$ cat src/rtl/spi_xfer_pkg.sv
package spi_xfer_pkg;
  localparam int WORD_W = 16;
  localparam int BYTE_W = 8;
  localparam int IDX_W  = $clog2(WORD_W);

  // bit that goes out first for the active frame width
  function automatic logic lead_bit(logic [WORD_W-1:0] w, logic wide);
    return wide ? w[WORD_W-1] : w[BYTE_W-1];
  endfunction

  // index of the final bit of a frame
  function automatic logic [IDX_W-1:0] last_index(logic wide);
    return wide ? IDX_W'(WORD_W-1) : IDX_W'(BYTE_W-1);
  endfunction

  // received data as seen by software: narrow frames are zero extended
  function automatic logic [WORD_W-1:0] frame_view(logic [WORD_W-1:0] w, logic wide);
    return wide ? w : {{(WORD_W-BYTE_W){1'b0}}, w[BYTE_W-1:0]};
  endfunction
endpackage

$ cat src/rtl/spi_sync.sv
module spi_sync #(
  parameter int W = 4,
  parameter int STAGES = 2,
  parameter logic [W-1:0] RST_VAL = '0
) (
  input  logic         clk,
  input  logic         rst_n,
  input  logic [W-1:0] d,
  output logic [W-1:0] q
);
  logic [W-1:0] stg [STAGES];

  for (genvar g = 0; g < STAGES; g++) begin : g_stage
    if (g == 0) begin : g_first
      always_ff @(posedge clk or negedge rst_n)
        if (!rst_n) stg[g] <= RST_VAL;
        else        stg[g] <= d;
    end else begin : g_next
      always_ff @(posedge clk or negedge rst_n)
        if (!rst_n) stg[g] <= RST_VAL;
        else        stg[g] <= stg[g-1];
    end
  end

  assign q = stg[STAGES-1];
endmodule

$ cat src/rtl/spi_clk_div.sv
module spi_clk_div #(
  parameter int HALF = 2
) (
  input  logic clk,
  input  logic rst_n,
  input  logic run,
  input  logic clear,
  output logic half_tick
);
  localparam int CW = (HALF > 1) ? $clog2(HALF) : 1;
  logic [CW-1:0] cnt;

  assign half_tick = run && (cnt == CW'(HALF-1));

  always_ff @(posedge clk or negedge rst_n)
    if (!rst_n)                  cnt <= '0;
    else if (clear || half_tick) cnt <= '0;
    else if (run)                cnt <= cnt + 1'b1;

  // a frozen divider must not creep forward
  p_frozen_cnt_r11: assert property (@(posedge clk) disable iff (!rst_n)
    (!run && !clear) |=> $stable(cnt));
endmodule

$ cat src/rtl/spi_shifter.sv
module spi_shifter
  import spi_xfer_pkg::*;
(
  input  logic              clk,
  input  logic              rst_n,
  input  logic              load,
  input  logic [WORD_W-1:0] load_val,
  input  logic              sample_en,
  input  logic              sample_bit,
  input  logic              shift_en,
  input  logic              wide,
  output logic              tx_bit,
  output logic [WORD_W-1:0] word_next
);
  logic [WORD_W-1:0] sh;
  logic              sbit;

  assign word_next = {sh[WORD_W-2:0], sbit};
  assign tx_bit    = lead_bit(sh, wide);

  always_ff @(posedge clk or negedge rst_n)
    if (!rst_n) begin
      sh   <= '0;
      sbit <= 1'b0;
    end else begin
      if (load)           sh <= load_val;
      else if (shift_en)  sh <= word_next;
      if (sample_en)      sbit <= sample_bit;
    end

  // the first bit after a load is the lead bit of the loaded word
  p_load_lead_r2: assert property (@(posedge clk) disable iff (!rst_n)
    load |=> (!$stable(wide) || tx_bit == lead_bit($past(load_val), wide)));
endmodule

$ cat src/rtl/spi_pin_route.sv
module spi_pin_route (
  input  logic as_master,
  input  logic slave_sel,
  input  logic bidir,
  input  logic bidir_oe,
  input  logic tx_bit,
  input  logic mosi_raw,
  input  logic miso_raw,
  input  logic mosi_sync,
  input  logic miso_sync,
  output logic mosi_out,
  output logic mosi_oe,
  output logic miso_out,
  output logic miso_oe,
  output logic rx_bit
);
  assign mosi_out = tx_bit;
  assign miso_out = tx_bit;

  always_comb begin
    if (as_master) begin
      mosi_oe = bidir ? bidir_oe : 1'b1;
      miso_oe = 1'b0;
      rx_bit  = bidir ? mosi_raw : miso_raw;
    end else begin
      mosi_oe = 1'b0;
      miso_oe = slave_sel & (bidir ? bidir_oe : 1'b1);
      rx_bit  = bidir ? miso_sync : mosi_sync;
    end
  end
endmodule

$ cat src/rtl/spi_xfer_engine.sv
module spi_xfer_engine
  import spi_xfer_pkg::*;
#(
  parameter int DIV_HALF    = 2,
  parameter int SYNC_STAGES = 2
) (
  input  logic              clk,
  input  logic              rst_n,
  input  logic              ctl_enable,
  input  logic              ctl_master,
  input  logic              ctl_wide,
  input  logic              ctl_fault_en,
  input  logic              ctl_bidir,
  input  logic              ctl_bidir_oe,
  input  logic              ctl_wait_stop,
  input  logic              wait_mode,
  input  logic [WORD_W-1:0] tx_word,
  input  logic              tx_start,
  output logic [WORD_W-1:0] rx_word,
  output logic              done,
  output logic              fault,
  input  logic              sck_in,
  output logic              sck_out,
  output logic              sck_oe,
  input  logic              ss_in,
  input  logic              mosi_in,
  output logic              mosi_out,
  output logic              mosi_oe,
  input  logic              miso_in,
  output logic              miso_out,
  output logic              miso_oe
);
  // ---------------- pad synchronisers ----------------
  logic [3:0] sync_q;
  logic sck_s, ss_s, mosi_s, miso_s;
  spi_sync #(.W(4), .STAGES(SYNC_STAGES), .RST_VAL(4'b0100)) i_sync (
    .clk(clk), .rst_n(rst_n),
    .d({sck_in, ss_in, mosi_in, miso_in}), .q(sync_q));
  assign {sck_s, ss_s, mosi_s, miso_s} = sync_q;

  // ---------------- mode fault ----------------
  logic fault_q, fault_set, eff_master, slave_mode, slave_sel;
  assign fault_set  = ctl_enable & ctl_master & ctl_fault_en & ~ss_s;
  assign eff_master = ctl_enable & ctl_master & ~fault_q;
  assign slave_mode = ctl_enable & ~eff_master;
  assign slave_sel  = slave_mode & ~ss_s;

  always_ff @(posedge clk or negedge rst_n)
    if (!rst_n)          fault_q <= 1'b0;
    else if (!ctl_master) fault_q <= 1'b0;
    else if (fault_set)   fault_q <= 1'b1;

  // ---------------- configuration change watch ----------------
  logic prev_wide, prev_fen, prev_bidir, prev_oe, cfg_change;
  always_ff @(posedge clk or negedge rst_n)
    if (!rst_n) {prev_wide, prev_fen, prev_bidir, prev_oe} <= '0;
    else        {prev_wide, prev_fen, prev_bidir, prev_oe} <=
                {ctl_wide, ctl_fault_en, ctl_bidir, ctl_bidir_oe};

  assign cfg_change = (ctl_wide != prev_wide) | (ctl_fault_en != prev_fen) |
                      (ctl_bidir != prev_bidir) |
                      (ctl_bidir & (ctl_bidir_oe != prev_oe));

  // ---------------- master sequencing ----------------
  logic m_busy, sck_q, gated, half_tick;
  logic [IDX_W-1:0] m_cnt;
  logic abort_evt, m_start, m_rise, m_fall, m_last;

  assign gated     = ctl_wait_stop & wait_mode;
  assign abort_evt = m_busy & (cfg_change | ~eff_master);
  assign m_start   = tx_start & eff_master & ~m_busy;
  assign m_rise    = m_busy & ~abort_evt & half_tick & ~sck_q;
  assign m_fall    = m_busy & ~abort_evt & half_tick & sck_q;
  assign m_last    = m_fall & (m_cnt == last_index(ctl_wide));

  spi_clk_div #(.HALF(DIV_HALF)) i_div (
    .clk(clk), .rst_n(rst_n), .run(m_busy & ~gated), .clear(~m_busy),
    .half_tick(half_tick));

  always_ff @(posedge clk or negedge rst_n)
    if (!rst_n) begin
      m_busy <= 1'b0; sck_q <= 1'b0; m_cnt <= '0;
    end else if (abort_evt) begin
      m_busy <= 1'b0; sck_q <= 1'b0; m_cnt <= '0;
    end else if (m_start) begin
      m_busy <= 1'b1; sck_q <= 1'b0; m_cnt <= '0;
    end else if (m_rise) begin
      sck_q <= 1'b1;
    end else if (m_fall) begin
      sck_q <= 1'b0;
      if (m_last) begin
        m_busy <= 1'b0; m_cnt <= '0;
      end else begin
        m_cnt <= m_cnt + 1'b1;
      end
    end

  // ---------------- slave sequencing ----------------
  logic ss_prev, sck_prev, s_load, s_rise, s_fall, s_last;
  logic [IDX_W-1:0] s_cnt;

  assign s_load = slave_sel & ss_prev;
  assign s_rise = slave_sel & sck_s & ~sck_prev;
  assign s_fall = slave_sel & ~sck_s & sck_prev;
  assign s_last = s_fall & (s_cnt == last_index(ctl_wide));

  always_ff @(posedge clk or negedge rst_n)
    if (!rst_n) begin
      ss_prev <= 1'b1; sck_prev <= 1'b0; s_cnt <= '0;
    end else begin
      ss_prev  <= ss_s;
      sck_prev <= sck_s;
      if (!slave_sel)  s_cnt <= '0;
      else if (s_fall) s_cnt <= s_last ? '0 : s_cnt + 1'b1;
    end

  // ---------------- datapath ----------------
  logic tx_bit, rx_bit, frame_end;
  logic [WORD_W-1:0] word_next;

  spi_shifter i_shift (
    .clk(clk), .rst_n(rst_n), .load(m_start | s_load), .load_val(tx_word),
    .sample_en(m_rise | s_rise), .sample_bit(rx_bit),
    .shift_en(m_fall | s_fall), .wide(ctl_wide),
    .tx_bit(tx_bit), .word_next(word_next));

  spi_pin_route i_route (
    .as_master(eff_master), .slave_sel(slave_sel), .bidir(ctl_bidir),
    .bidir_oe(ctl_bidir_oe), .tx_bit(tx_bit), .mosi_raw(mosi_in),
    .miso_raw(miso_in), .mosi_sync(mosi_s), .miso_sync(miso_s),
    .mosi_out(mosi_out), .mosi_oe(mosi_oe), .miso_out(miso_out),
    .miso_oe(miso_oe), .rx_bit(rx_bit));

  assign frame_end = m_last | s_last;

  logic done_q;
  logic [WORD_W-1:0] rx_q;
  always_ff @(posedge clk or negedge rst_n)
    if (!rst_n) begin
      done_q <= 1'b0; rx_q <= '0;
    end else begin
      done_q <= frame_end;
      if (frame_end) rx_q <= frame_view(word_next, ctl_wide);
    end

  assign rx_word = rx_q;
  assign done    = done_q;
  assign fault   = fault_q;
  assign sck_out = sck_q;
  assign sck_oe  = eff_master;

  // ---------------- assertions ----------------
  p_done_single_r2: assert property (@(posedge clk) disable iff (!rst_n)
    done |=> !done);
  p_mosi_hold_r4: assert property (@(posedge clk) disable iff (!rst_n)
    (sck_out && $past(sck_out)) |-> $stable(mosi_out));
  p_abort_quiet_r5: assert property (@(posedge clk) disable iff (!rst_n)
    abort_evt |=> (!sck_out && !done));
  p_fault_release_r7: assert property (@(posedge clk) disable iff (!rst_n)
    fault |-> (!sck_oe && !mosi_oe));
  p_pins_exclusive_r8: assert property (@(posedge clk) disable iff (!rst_n)
    !(mosi_oe && miso_oe));
  p_wait_hold_r11: assert property (@(posedge clk) disable iff (!rst_n)
    (m_busy && gated && !abort_evt) |=> $stable(sck_out));
endmodule

$ cat config.mk
export PLATFORM = sky130hd
export DESIGN_NAME = spi_xfer_engine
export DESIGN_NICKNAME = d
export VERILOG_FILES = /design/src/rtl/spi_xfer_pkg.sv /design/src/rtl/spi_sync.sv /design/src/rtl/spi_clk_div.sv /design/src/rtl/spi_shifter.sv /design/src/rtl/spi_pin_route.sv /design/src/rtl/spi_xfer_engine.sv
export SDC_FILE = /design/constraint.sdc
export NUM_CORES = 1
export LEC_CHECK = 0
export BUFFER_PORTS_ARGS = -buffer_cell sky130_fd_sc_hd__buf_2
export CAP_MARGIN = 20
export CORE_ASPECT_RATIO = 0.75
export CORE_UTILIZATION = 38
export DETAILED_ROUTE_END_ITERATION = 10
export PLACE_DENSITY = 0.55
export SLEW_MARGIN = 15
export SYNTH_ARGS = -nofsm -noshare
export SYNTH_HDL_FRONTEND = slang
export SYNTH_SLANG_ARGS = --single-unit
$ cat constraint.sdc
create_clock -name clk -period 2.7 [get_ports clk]
set_clock_uncertainty 0.15 [all_clocks]
set_input_delay 0.27 -clock clk [delete_from_list [all_inputs] [get_ports clk]]
set_output_delay 0.27 -clock clk [all_outputs]
set_load 0.02 [all_outputs]
Yosys cells after proc, flatten, opt, wreduce, memory -nomap -nowiden
Index checks and enable logic that the tools add are counted.
Cells by class
  add/subtract/negate cells: 3
  equal/unequal tests: 9
  muxes and demuxes: 32
  bitwise logic cells: 41
  reductions and logical operators: 9
Operator list (number)
  2-to-1 mux 16 bit: 3
  2-to-1 mux 4 bit: 9
  AND 1 bit: 24
  2-to-1 mux 1 bit: 20
  inverter 1 bit: 9
  adder 4 x 1 -> 4 bit, second input constant: 2
  equality test 4 bit: 2
  OR 1 bit: 8
  nonzero test 3 bit: 2
  inequality test 1 bit: 4
  nonzero test 2 bit: 2
  nonzero test 4 bit: 1
  inequality test 3 bit, second input constant: 1
  AND reduction 3 bit: 1
  inequality test 2 x 1 -> 1 bit, second input constant: 1
  inequality test 2 bit, second input constant: 1
  AND reduction 2 bit: 1
  adder 1 bit, second input constant: 1
  logical AND 1 bit: 1
  logical OR 1 bit: 1
Word-level totals
  register bits: 60
  input bits: 31
  output and inout port bits: 24

Logic depth before layout (Yosys ltp)
  depth in word-level cells: 16
  gate-level depth with buffers: 9
  depth with buffers taken out: 6

Cells and area by module
Synthesis repeated with hierarchy kept, for this count alone.
Second synthesis, totals
  cells, all modules: 253
  area total of the unflattened synthesis: 2850.2 µm²
Modules (own cells, without submodules)
  spi_xfer_engine: instances 1, cells an instance 143, area each 1601.5 µm², seq. area each 852.1 µm²
  spi_shifter: instances 1, cells an instance 88, area each 913.4 µm², seq. area each 425.4 µm²
  spi_sync: instances 1, cells an instance 12, area each 232.7 µm², seq. area each 202.7 µm²
  spi_pin_route: instances 1, cells an instance 6, area each 57.6 µm², seq. area each 0.0 µm²
  spi_clk_div: instances 1, cells an instance 4, area each 45.0 µm², seq. area each 25.0 µm²

Least setup slack after synthesis
No wires, ideal clock.
  path type: register -> register
  start: register fault_q, in the netlist fault
  end: register i_shift.sh[10]
  library setup time: 125 ps
  arrival: 2112 ps
  data required time: 2425 ps
  path slack: 313 ps
  stages on the path, launching flop included: 8
  buffers on the path: 2
  cells stage by stage: dfrtp_1 > and3b_1 > buf_4 > nand3b_1 > a21boi_2 > buf_2 > mux2_2 > mux2_4
On the way
  cells in the longest elaborated chain, start to end: 11
  elaborated cells on any way between the ends: 20
RTL lines
  start: declaration: RTL line spi_xfer_engine.sv:42  | logic fault_q, fault_set, eff_master, slave_mode, slave_sel;
  start signal: assignment: RTL line spi_xfer_engine.sv:49  | if (!rst_n) fault_q <= 1'b0;
  start signal: assignment: RTL line spi_xfer_engine.sv:50  | else if (!ctl_master) fault_q <= 1'b0;
  start signal: assignment: RTL line spi_xfer_engine.sv:51  | else if (fault_set) fault_q <= 1'b1;
  inverter 1 bit (*): RTL line spi_xfer_engine.sv:44  | assign eff_master = ctl_enable & ctl_master & ~fault_q;
  AND 1 bit (*): RTL line spi_xfer_engine.sv:44
  named net sck_oe: RTL line spi_xfer_engine.sv:24  | output logic sck_oe,
  inverter 1 bit: RTL line spi_xfer_engine.sv:45, spi_xfer_engine.sv:70
  OR 1 bit: RTL line spi_xfer_engine.sv:70  | assign abort_evt = m_busy & (cfg_change | ~eff_master);
  AND 1 bit: RTL line spi_xfer_engine.sv:70
  inverter 1 bit: RTL line spi_xfer_engine.sv:73  | assign m_fall = m_busy & ~abort_evt & half_tick & sck_q;
  AND 1 bit (3 in a row): RTL line spi_xfer_engine.sv:73
  OR 1 bit: RTL line spi_xfer_engine.sv:124  | .shift_en(m_fall | s_fall), .wide(ctl_wide),
  nonzero test 2 bit (no source line)
  end signal: assignment: RTL line spi_shifter.sv:26  | if (load) sh <= load_val;
  end signal: assignment: RTL line spi_shifter.sv:27  | else if (shift_en) sh <= word_next;
  end: declaration: RTL line spi_shifter.sv:15  | logic [WORD_W-1:0] sh;
Mark *: on every way through the listed nets, which the timed path passes. The rest lies on a longest branch.
A chain may end at the register's enable or synchronous reset.

Worst setup path in the final report
  start: input ctl_fault_en
  end: register i_shift.sh[6]
On the way
  cells in the longest elaborated chain, start to end: 12
RTL lines
  start: declaration: RTL line spi_xfer_engine.sv:12  | input logic ctl_fault_en,
  inequality test 1 bit: RTL line spi_xfer_engine.sv:60  | assign cfg_change = (ctl_wide != prev_wide) | (ctl_fault_en != prev_fen) |
  OR 1 bit (2 in a row): RTL line spi_xfer_engine.sv:60
  OR 1 bit: RTL line spi_xfer_engine.sv:61  | (ctl_bidir != prev_bidir) |
  OR 1 bit: RTL line spi_xfer_engine.sv:70
  AND 1 bit: RTL line spi_xfer_engine.sv:70
  inverter 1 bit: RTL line spi_xfer_engine.sv:73
  AND 1 bit (3 in a row): RTL line spi_xfer_engine.sv:73
  OR 1 bit: RTL line spi_xfer_engine.sv:124
  nonzero test 2 bit (no source line)
No other way between the ends.

==> flow_summary.rst <==
.. list-table::
   :header-rows: 1

   * - Metric
     - Value
   * - Final hold viol count
     - 0
   * - Sequential share of the synthesized area
     - 0.546
   * - Max Root-Sink Buffers
     - 2
   * - Vertical die dimension
     - 75.8 µm
   * - Clock-pin slew on the worst setup and hold paths
     - 0.07 ns
   * - Endpoint required time on the critical path
     - 2.77 ns
   * - Proportion of layout cells with a drive suffix above 1
     - 0.436
   * - Count of flip-flops with a built-in enable after synthesis
     - 0
   * - Peak ir drop on the vdd network
     - 0.309 mV
   * - Number of standard-cell rows in the floorplan
     - 26
   * - Post-route DRC violation count
     - 0
   * - Most instantiated flip-flop cell in the synthesis netlist
     - dfrtp_1
   * - Vias per cell
     - 4.64
   * - Post-CTS Hold Fix Bufs
     - 9
   * - Actual transition at the worst max-transition pin
     - 0.623 ns
   * - Count of H-tree levels built during CTS
     - 3
   * - Count of warnings emitted by yosys
     - 0
   * - Commonest cells post-synth
     - dfrtp_1 (57), mux2_2 (32), nand2_1 (16)
   * - Starting DRC count in detailed routing
     - 59
   * - Number of storage elements in the synthesis netlist
     - 60
   * - Number of maximum-capacitance constraint violations
     - 0
   * - Antenna Nets Post-Route
     - 0
   * - Die W
     - 100 µm
   * - Final Routed Wirelength
     - 5.49 mm
   * - Sum of internal, switching and leakage power
     - 2.58 mW
   * - Average wire per standard cell
     - 14.2 µm
   * - Setup repair after global routing missed its margin
     - no
   * - Slew HR
     - 0.585
   * - Clock tree from TritonCTS
     - built
   * - Number of fill cells in the layout
     - 638
   * - Vias in the first global route
     - 1,822
   * - Total gr overflow
     - 0
   * - Sum Neg Setup Slack
     - 0 ns
   * - Layout area overhead
     - 24.6%
   * - Post-route non-filler standard cell count
     - 387
   * - WP data arrival
     - 2.48 ns
   * - Element type at the critical path start
     - input port
   * - Clock sink count
     - 60
   * - Final worst slack
     - 0.290 ns
   * - Placed Instance Area
     - 3110 µm²
   * - Most frequently used cell type in the post-synthesis netlist
     - dfrtp_1
   * - Cell types with the largest area share after synthesis
     - dfrtp_1 (52%), mux2_2 (13%), mux2_4 (5.4%), mux2i_1 (3.3%), dfstp_2 (2.9%)
   * - Critical Path Sink Type
     - flip-flop
   * - Number of diodes
     - 0
   * - Result of the run
     - finished clean
   * - # Post-CTS Setup Buffers
     - 0
   * - Worst-path fanout max
     - 16
   * - Power per cell area
     - 751 nW/µm²
   * - DR vias
     - 1,796
   * - Share of the clock period used by the worst path after layout
     - 0.893
   * - Area of all placed cells without fillers
     - 3440 µm²
   * - Post-synth cell types
     - 40
   * - Post-synth top area cell
     - dfrtp_1
   * - Maximum number of pins on one net before global-route repair
     - 29
   * - Number of resized instances in the post-cts repair step
     - 0
   * - Worst slack at placement
     - 0.488 ns
   * - Leakage power of the design
     - 1.74 nW
   * - Number of placed cells counting well taps
     - 362
   * - Proportion of synthesized flip-flops having asynchronous set or reset
     - 1.00
   * - Global-route wire length before repair
     - 8.98 mm
   * - Path type of the worst min-delay path
     - input port to flip-flop
   * - Global routing usage summed across all routing layers
     - 0.161
   * - Initial antenna violation count
     - 0
   * - Setup Crit Path Kind
     - input port to flip-flop
   * - Die Area
     - 7600 µm²
   * - Area of the mapped netlist
     - 2760 µm²
   * - Number of nets in the layout
     - 317
   * - RePlAce Congestion
     - 0.735
   * - Synth top area share
     - 0.517
   * - Final HPWL from detailed placement
     - 3.80 mm
   * - Net count of the mapped netlist
     - 246
   * - Core Box Area
     - 6900 µm²
   * - Number of pins with negative max-slew slack in the final report
     - 0
   * - Utilization after layout
     - 0.498
   * - Worst hold slack
     - 0.0810 ns
   * - Total iterations of the first detailed-routing run
     - 4
   * - Count of boundary I/O pins
     - 55
   * - Clock period minus final worst setup slack
     - 2.41 ns
   * - Clock insertion delay at the later pin of the skew report
     - 0.33 ns
   * - Final setup viols
     - 0
   * - Count of buffers from port buffering
     - 54
   * - Peak Freq
     - 415 MHz
   * - Clock root buffer master
     - clkbuf_8
   * - Average footprint of a synthesized cell
     - 12.9 µm²
   * - Synthesized netlist cell count
     - 213
   * - Starting Density
     - 0.400
   * - Clock buffers created by TritonCTS
     - 9
worst max-delay path, cell delays in order:
cell and delay [ns]:
dlygate4sd3_1 0.54, buf_2 0.17, xnor2_2 0.20, nand4_2 0.19, or3_1 0.48, and3_4 0.31, mux2_4 0.32
cell type report:
type                    instances  area (µm²)  area share
well taps                      98         123      0.0357
repair buffers                 68         398       0.116
inverters                      11        41.3      0.0120
clock buffers                  11         131      0.0382
clock inverters                 5         100      0.0291
multi-input cells             134        1140       0.331
flip-flops and latches         60        1510       0.438
report_power, final:
group,total [mW],switching (mW),internal [mW]
registers,1.15,0.111,1.04
logic,0.470,0.173,0.298
clock network,0.955,0.344,0.611
path summary, 6_finish.rpt:
check                                    from             to  slack (ns)  cells after the start
worst max-delay path             ctl_fault_en  i_shift.sh[6]        0.29                      7
worst min-delay path                 ctl_wide      prev_wide        0.08                      1
worst max register to register          fault  i_shift.sh[6]        0.47                      5
worst min register to register  i_sync.stg[7]    i_sync.q[3]        0.20                      0
max in group asynchronous               rst_n        ss_prev        1.31                      3
min in group asynchronous               rst_n  i_sync.stg[4]        0.33                      2
layer usage:
| metal | part of all wire | GRT usage |
|---|---|---|
| met1 | 0.49 | 0.217 |
| met2 | 0.44 | 0.242 |
| met3 | 0.055 | 0.0670 |
| met4 | 0.011 | 0.0435 |
| met5 | 0 | 0 |
cell families (layout without fill, tap and decap cells):
| group | count (synthesis) | count (layout) | synth area share |
|---|---|---|---|
| xor gates and xnor gates | 9 | 9 | 0.0313 |
| AOI/OAI and AO/OA | 16 | 16 | 0.0377 |
| and+or+nand+nor | 55 | 55 | 0.108 |
| muxes | 52 | 52 | 0.226 |
| buffers and inverters | 19 | 95 | 0.0413 |
| DFF | 60 | 60 | 0.546 |
| adders and majority gates | 2 | 2 | 0.00908 |
placed cells by master (no fill, tap or decap), types with 5 or more instances in the layout:
master         synthesis  routed
dfrtp_1               57      57
buf_2                  3      54
mux2_2                32      32
nand2_1               16      16
inv_1                 11      11
mux2_4                10      10
nor2_1                 9       9
mux2i_1                9       9
clkbuf_8               0       9
dlygate4sd3_1          0       9
a21oi_1                6       6
nor2b_1                6       6
xnor2_1                5       5
buf_4                  2       5
flip-flops by register name, summed over array words and instances (netlist names), 4 cells and up:
signal,cells
i_sync.stg,4
rx_word,16
i_sync.q,4
s_cnt,4
m_cnt,4
i_shift.sh,16
Note: power is estimated with default switching activity, not from simulation.
